## config.mk

```make
export PLATFORM = sky130hd
export DESIGN_NAME = clkdiv_guarded
export DESIGN_NICKNAME = d
export VERILOG_FILES = /design/src/rtl/clkdiv_pkg.sv /design/src/rtl/cd_edge_sense.sv /design/src/rtl/cd_guard.sv /design/src/rtl/cd_count.sv /design/src/rtl/clkdiv_guarded.sv
export SDC_FILE = /design/constraint.sdc
export NUM_CORES = 1
export LEC_CHECK = 0
export BUFFER_PORTS_ARGS = -buffer_cell sky130_fd_sc_hd__buf_2
export CAP_MARGIN = 0
export CORE_AREA = 2 2 39 41
export DETAILED_ROUTE_END_ITERATION = 12
export DIE_AREA = 0 0 41 43
export HOLD_SLACK_MARGIN = 0.15
export PLACE_DENSITY_LB_ADDON = 0.08
export SYNTH_ARGS = -nofsm -noshare
export SYNTH_HDL_FRONTEND = slang
export SYNTH_SLANG_ARGS = --single-unit
```

## constraint.sdc

```tcl
create_clock -name clk -period 3.4 [get_ports clk]
set_clock_uncertainty 0.1 [all_clocks]
set_input_delay 0.51 -clock clk [delete_from_list [all_inputs] [get_ports clk]]
set_output_delay 0.51 -clock clk [all_outputs]
set_load 0.01 [all_outputs]
```

## src/rtl/clkdiv_pkg.sv

```systemverilog
`timescale 1ns/1ps
package clkdiv_pkg;

   // Reset behaviour selected by the style input
   typedef enum logic {
      STYLE_PRESET = 1'b0,   // load all ones on reset edge, count down
      STYLE_HOLD   = 1'b1    // clear while reset is high, count up
   } rst_style_e;

   // Per-cycle control decoded from sampled inputs
   typedef struct packed {
      logic load_ones;
      logic clear;
      logic step;
      logic dir_up;
   } cnt_ctrl_t;

   // Width needed to hold the value n
   function automatic int unsigned width_for(input int unsigned n);
      return (n < 2) ? 1 : $clog2(n + 1);
   endfunction

endpackage

```

## src/rtl/cd_edge_sense.sv

```systemverilog
`timescale 1ns/1ps
module cd_edge_sense (
   input  logic clk,
   input  logic rst_n,
   input  logic sig_i,
   output logic rise_o
);

   logic prev_q;

   always_ff @(posedge clk) begin
      if (!rst_n) prev_q <= 1'b0;
      else        prev_q <= sig_i;
   end

   assign rise_o = sig_i & ~prev_q;

endmodule

```

## src/rtl/cd_guard.sv

```systemverilog
`timescale 1ns/1ps
module cd_guard #(
   parameter int unsigned GUARD_CYC = 16
) (
   input  logic clk,
   input  logic rst_n,
   input  logic arm_i,
   output logic open_o
);
   import clkdiv_pkg::*;

   localparam int unsigned GW = width_for(GUARD_CYC);
   localparam logic [GW-1:0] FULL = GW'(GUARD_CYC);
   localparam logic [GW-1:0] ONE  = GW'(1);

   logic [GW-1:0] remain_q;

   // Reloads on system reset and on every arming cycle, then drains to zero
   always_ff @(posedge clk) begin
      if (!rst_n)                remain_q <= FULL;
      else if (arm_i)            remain_q <= FULL;
      else if (remain_q != '0)   remain_q <= remain_q - ONE;
   end

   assign open_o = (remain_q == '0);

endmodule

```

## src/rtl/cd_count.sv

```systemverilog
`timescale 1ns/1ps
module cd_count #(
   parameter int unsigned NUM_STAGES = 4
) (
   input  logic                  clk,
   input  logic                  rst_n,
   input  clkdiv_pkg::cnt_ctrl_t ctrl_i,
   output logic [NUM_STAGES-1:0] q_o
);

   // chain_up[i]: all bits below i are one; chain_dn[i]: all below i are zero
   logic [NUM_STAGES-1:0] chain_up;
   logic [NUM_STAGES-1:0] chain_dn;

   for (genvar i = 0; i < NUM_STAGES; i++) begin : g_bit
      logic bit_q;
      logic flip;

      if (i == 0) begin : g_first
         assign chain_up[i] = 1'b1;
         assign chain_dn[i] = 1'b1;
      end else begin : g_rest
         assign chain_up[i] = chain_up[i-1] &  q_o[i-1];
         assign chain_dn[i] = chain_dn[i-1] & ~q_o[i-1];
      end

      assign flip = ctrl_i.step & (ctrl_i.dir_up ? chain_up[i] : chain_dn[i]);

      always_ff @(posedge clk) begin
         if (!rst_n)                bit_q <= 1'b0;
         else if (ctrl_i.load_ones) bit_q <= 1'b1;
         else if (ctrl_i.clear)     bit_q <= 1'b0;
         else if (flip)             bit_q <= ~bit_q;
      end

      assign q_o[i] = bit_q;
   end

endmodule

```

## src/rtl/clkdiv_guarded.sv

```systemverilog
`timescale 1ns/1ps
module clkdiv_guarded #(
   parameter int unsigned NUM_STAGES = 4,
   parameter int unsigned GUARD_CYC  = 16
) (
   input  logic                  clk,
   input  logic                  rst_n,
   input  logic                  clk_in,
   input  logic                  div_rst_i,
   input  logic                  style_i,
   output logic [NUM_STAGES-1:0] div_o
);
   import clkdiv_pkg::*;

   // Elaboration-time parameter checks
   if (NUM_STAGES < 1 || NUM_STAGES > 32) begin : g_bad_stages
      $error("NUM_STAGES must lie in 1..32");
   end
   if (GUARD_CYC < 1) begin : g_bad_guard
      $error("GUARD_CYC must be at least 1");
   end

   rst_style_e style;
   logic       tick_rise;
   logic       rst_rise;
   logic       hold_active;
   logic       guard_open;
   cnt_ctrl_t  ctrl;

   assign style = rst_style_e'(style_i);

   cd_edge_sense u_tick_edge (
      .clk    (clk),
      .rst_n  (rst_n),
      .sig_i  (clk_in),
      .rise_o (tick_rise)
   );

   cd_edge_sense u_rst_edge (
      .clk    (clk),
      .rst_n  (rst_n),
      .sig_i  (div_rst_i),
      .rise_o (rst_rise)
   );

   assign hold_active = (style == STYLE_HOLD) && div_rst_i;

   cd_guard #(.GUARD_CYC(GUARD_CYC)) u_guard (
      .clk    (clk),
      .rst_n  (rst_n),
      .arm_i  (rst_rise | hold_active),
      .open_o (guard_open)
   );

   always_comb begin
      ctrl.load_ones = rst_rise && (style == STYLE_PRESET);
      ctrl.clear     = hold_active;
      ctrl.step      = tick_rise && guard_open && !rst_rise && !hold_active;
      ctrl.dir_up    = (style == STYLE_HOLD);
   end

   cd_count #(.NUM_STAGES(NUM_STAGES)) u_count (
      .clk    (clk),
      .rst_n  (rst_n),
      .ctrl_i (ctrl),
      .q_o    (div_o)
   );

endmodule

```

==> results.md <==
| Metric | Value | Unit |
|:---|:---|:---|
| # H-tree levels | 1 | - |
| Post-synthesis share of cell area spent on full adders, half adders and majority gates | 4.62 | % |
| Class of the tightest hold or removal check | input pin to register | - |
| Power share of the clock group | 29.0 | % |
| Post-detailed-route count of antenna-violating nets | 0 | - |
| Vert. Die Dim | 43 | um |
| Routed wire length on met2 | 331 | um |
| DRC viols | 0 | - |
| Minimum setup slack in the final design | 1.66 | ns |
| Final Critical Period | 1.74 | ns |
| Vias post-DR | 399 | - |
| Net count, final | 76 | - |
| Overflow left after global routing | 0 | - |
| Number of clock buffers inserted by TritonCTS | 3 | - |
| Critical path data arrival time | 1.83 | ns |
| Post-DP HPWL | 645 | um |
| Overall routed net length | 864 | um |
| IR drop worst, VDD | 0.000250 | V |
| Number of buffers added on ports | 8 | - |
| Crit path required time | 3.50 | ns |
| Critical Path End Type | register | - |
| Multiplexer fraction of the synthesized cell area | 0 | % |
| Main combinational cell family by area after synthesis | simple AND/OR/NAND/NOR gates | - |
| Clock edge transition at the registers on the reported setup and hold paths | 0.07 | ns |
| Fill count | 142 | - |
| Max Root-Sink Buffers | 2 | - |
| Top layer in use | met4 | - |
| Outcome | finished, final reports clean | - |
| Sequential share of the synthesized area | 40.6 | % |
| Synth area leaders | sky130_fd_sc_hd__dfxtp_1, sky130_fd_sc_hd__xnor2_1, sky130_fd_sc_hd__xor2_1 | - |
| Transition at the pin with the smallest max-transition slack | 0.512 | ns |
| Number of instances in the synthesized netlist | 60 | - |
| Worst-case setup slack after placement | 1.68 | ns |
| Accumulated negative setup slack | 0 | ns |
| Area growth syn-to-layout | 10.4 | % |
| Number of violations of the max-capacitance limit | 0 | - |
| Sequential cell fraction of total power | 51.3 | % |
| Combined flip-flop and latch cell area | 220 | um2 |
| Number of antenna violations at the first check in global routing | 0 | - |
| FP Rows | 14 | - |
| Critical Path Source Type | register | - |
| Syn Nets | 67 | - |
| Via density per instance | 4.75 | - |
| Gate power share | 19.7 | % |
| Clock tree root buffer cell | sky130_fd_sc_hd__clkbuf_4 | - |
| Pint | 0.216 | mW |
| Detailed route wirelength on metal3 | 37 | um |
| Clk sink count | 11 | - |
| Hold Buf Count CTS | 0 | - |
| Clock tree from TritonCTS | built | - |
| Switch Pwr | 0.0858 | mW |
| Overall fraction of global-route tracks in use | 13.0 | % |
| Synth Area in XOR/XNOR | 12.9 | % |
| Maximum number of pins on one net before global-route repair | 10 | - |
| Area share of the largest cell type after synthesis | 40.6 | % |
| Fmax | 576 | MHz |
| P per Cell Area | 505 | nW/um2 |
| Die width | 41 | um |
| Yosys reg bits | 11 | - |
| Share of the clock period used by the worst path | 51.1 | % |
| Post-synthesis compound-gate area fraction | 9.93 | % |
| Syn_area_per_cell | 9.03 | um2 |
| Maximum fanout encountered on the critical timing path | 9 | - |
| Share of layout cells above drive strength 1 | 17.6 | % |
| TritonRoute pass-1 iters | 3 | - |
| Footprint of the multi-input gates | 280 | um2 |
| First-pass GRT wire length | 1480 | um |
| Distinct cell type count after synthesis | 20 | - |
| Switching Share | 28.4 | % |
| Area of the mapped netlist | 542 | um2 |
| Share of synthesized cell area in and, or, nand and nor gates | 24.2 | % |
| Resized cells post-CTS | 0 | - |
| Fin. Hold Viols | 0 | - |
| # IOs | 9 | - |
| Slack of the worst reg-to-reg path | 1.66 | ns |
| First-iteration detailed-routing DRC count | 3 | - |
| Number of warnings reported in the yosys synthesis log | 0 | - |
| Worst slew margin relative to its limit | 65.7 | % |
| Number of slew-limit violations in the final report | 0 | - |
| Total setup buffers inserted after CTS | 0 | - |
| Weighted congestion reported at the end of routability-driven placement | 0.711 | - |
| Commonest non-fill, non-tap cell in the layout | sky130_fd_sc_hd__dfxtp_1 | - |
| Cell leakage power | 0.250 | nW |
| Total routed wire length on the met1 layer | 483 | um |
| Most frequent cells in the layout | sky130_fd_sc_hd__dfxtp_1, sky130_fd_sc_hd__buf_2, sky130_fd_sc_hd__nand2_1, sky130_fd_sc_hd__a21oi_1, sky130_fd_sc_hd__nor3_1 | - |
| Via count of the first global-routing pass | 339 | - |
| Number of antenna cells inserted | 0 | - |
| Number of setup violations in the final report | 0 | - |
| Cell type contributing the most total cell area after synthesis | sky130_fd_sc_hd__dfxtp_1 | - |
| Routed WL per cell | 10.3 | um |
| Die Outline Area | 1760 | um2 |
| Starting Density | 39.2 | % |
| Path type of the worst setup path | register to register | - |
| Clock latency on the worst-skew pair | 0.27 | ns |
| Area of the core | 1380 | um2 |
| RSZ-0062 raised after global routing | false | - |
cells by family (layout without fill, tap and decap cells):
| family | Yosys count | after routing |
|---|---|---|
| adder cells (fa/ha/maj) | 2 | 2 |
| XOR/XNOR | 8 | 8 |
| AO/OA/AOI/OAI | 9 | 9 |
| flip-flops | 11 | 11 |
| AND/OR/NAND/NOR | 23 | 23 |
| buffers and inverters | 7 | 15 |
sequential cells by signal (all words and copies together) (netlist names):
signal               flops
u_rst_edge.prev_q        1
u_guard.remain_q         5
u_count.g_bit.bit_q      4
u_tick_edge.prev_q       1
power by group through the flow:
stage	combinational, mW	sequential (mW)	clock (mW)
2_1_floorplan	0.0510	0.155	0
3_3_place_gp	0.0593	0.158	0
3_5_place_dp	0.0601	0.158	0
4_1_cts	0.0601	0.155	0.0908
5_1_grt	0.0682	0.157	0.101
6_report	0.0596	0.155	0.0875
per-layer routing:
layer,GRT usage (%),vias to the layer above
met4,10.0,0
met1,20.0,172
li1,-,216
met5,0,-
met3,4.71,2
met2,13.8,9
stage by stage:
step	hold WS [ns]	total power [mW]	cells	cell area [um2]	util (%)
2_1_floorplan	0.377	0.206	60	542	-
3_3_place_gp	0.404	0.217	80	572	41.3
3_5_place_dp	0.415	0.218	80	572	41.3
4_1_cts	0.347	0.306	84	598	43.2
5_1_grt	0.342	0.326	84	598	43.2
6_report	0.350	0.302	84	598	43.2
cells in the mapped netlist:
master and instances:
sky130_fd_sc_hd__nor3_1 5, sky130_fd_sc_hd__nor2_1 4, sky130_fd_sc_hd__buf_4 4, sky130_fd_sc_hd__o21ai_0 1, sky130_fd_sc_hd__nand3_1 1, sky130_fd_sc_hd__xor2_1 4, sky130_fd_sc_hd__ha_1 2, sky130_fd_sc_hd__a211o_1 1
sky130_fd_sc_hd__o211ai_1 2, sky130_fd_sc_hd__nand2_1 6, sky130_fd_sc_hd__dfxtp_1 11, sky130_fd_sc_hd__and2_1 2, sky130_fd_sc_hd__and3_1 1, sky130_fd_sc_hd__and4_1 1, sky130_fd_sc_hd__nor4_1 1, sky130_fd_sc_hd__nor4b_4 1
sky130_fd_sc_hd__a21oi_1 5, sky130_fd_sc_hd__nor2b_1 1, sky130_fd_sc_hd__xnor2_1 4, sky130_fd_sc_hd__inv_1 3
final timing paths:
check | start | to | cells past startpoint
worst max-delay path | u_guard.remain_q[0] | u_count.g_bit[2].bit_q | 6
worst min-delay path | clk_in | u_tick_edge.prev_q | 2
worst max register to register | u_guard.remain_q[0] | u_count.g_bit[2].bit_q | 6
worst min register to register | u_guard.remain_q[1] | u_guard.remain_q[1] | 2
final cells by class:
type | instances | share of cell area [%]
multi-input combinational | 42 | 46.9
sequential | 11 | 36.8
timing repair buffer | 8 | 6.69
clock buffer | 4 | 4.39
tap | 16 | 3.35
inverter | 3 | 1.88
critical path: stages (launching register included):
cell,delay [ns]
sky130_fd_sc_hd__dfxtp_1,0.31
sky130_fd_sc_hd__inv_1,0.10
sky130_fd_sc_hd__ha_1,0.19
sky130_fd_sc_hd__nor4b_4,0.45
sky130_fd_sc_hd__o211ai_1,0.19
sky130_fd_sc_hd__xor2_1,0.17
sky130_fd_sc_hd__a21oi_1,0.14
Note: power is estimated with default switching activity, not from simulation.
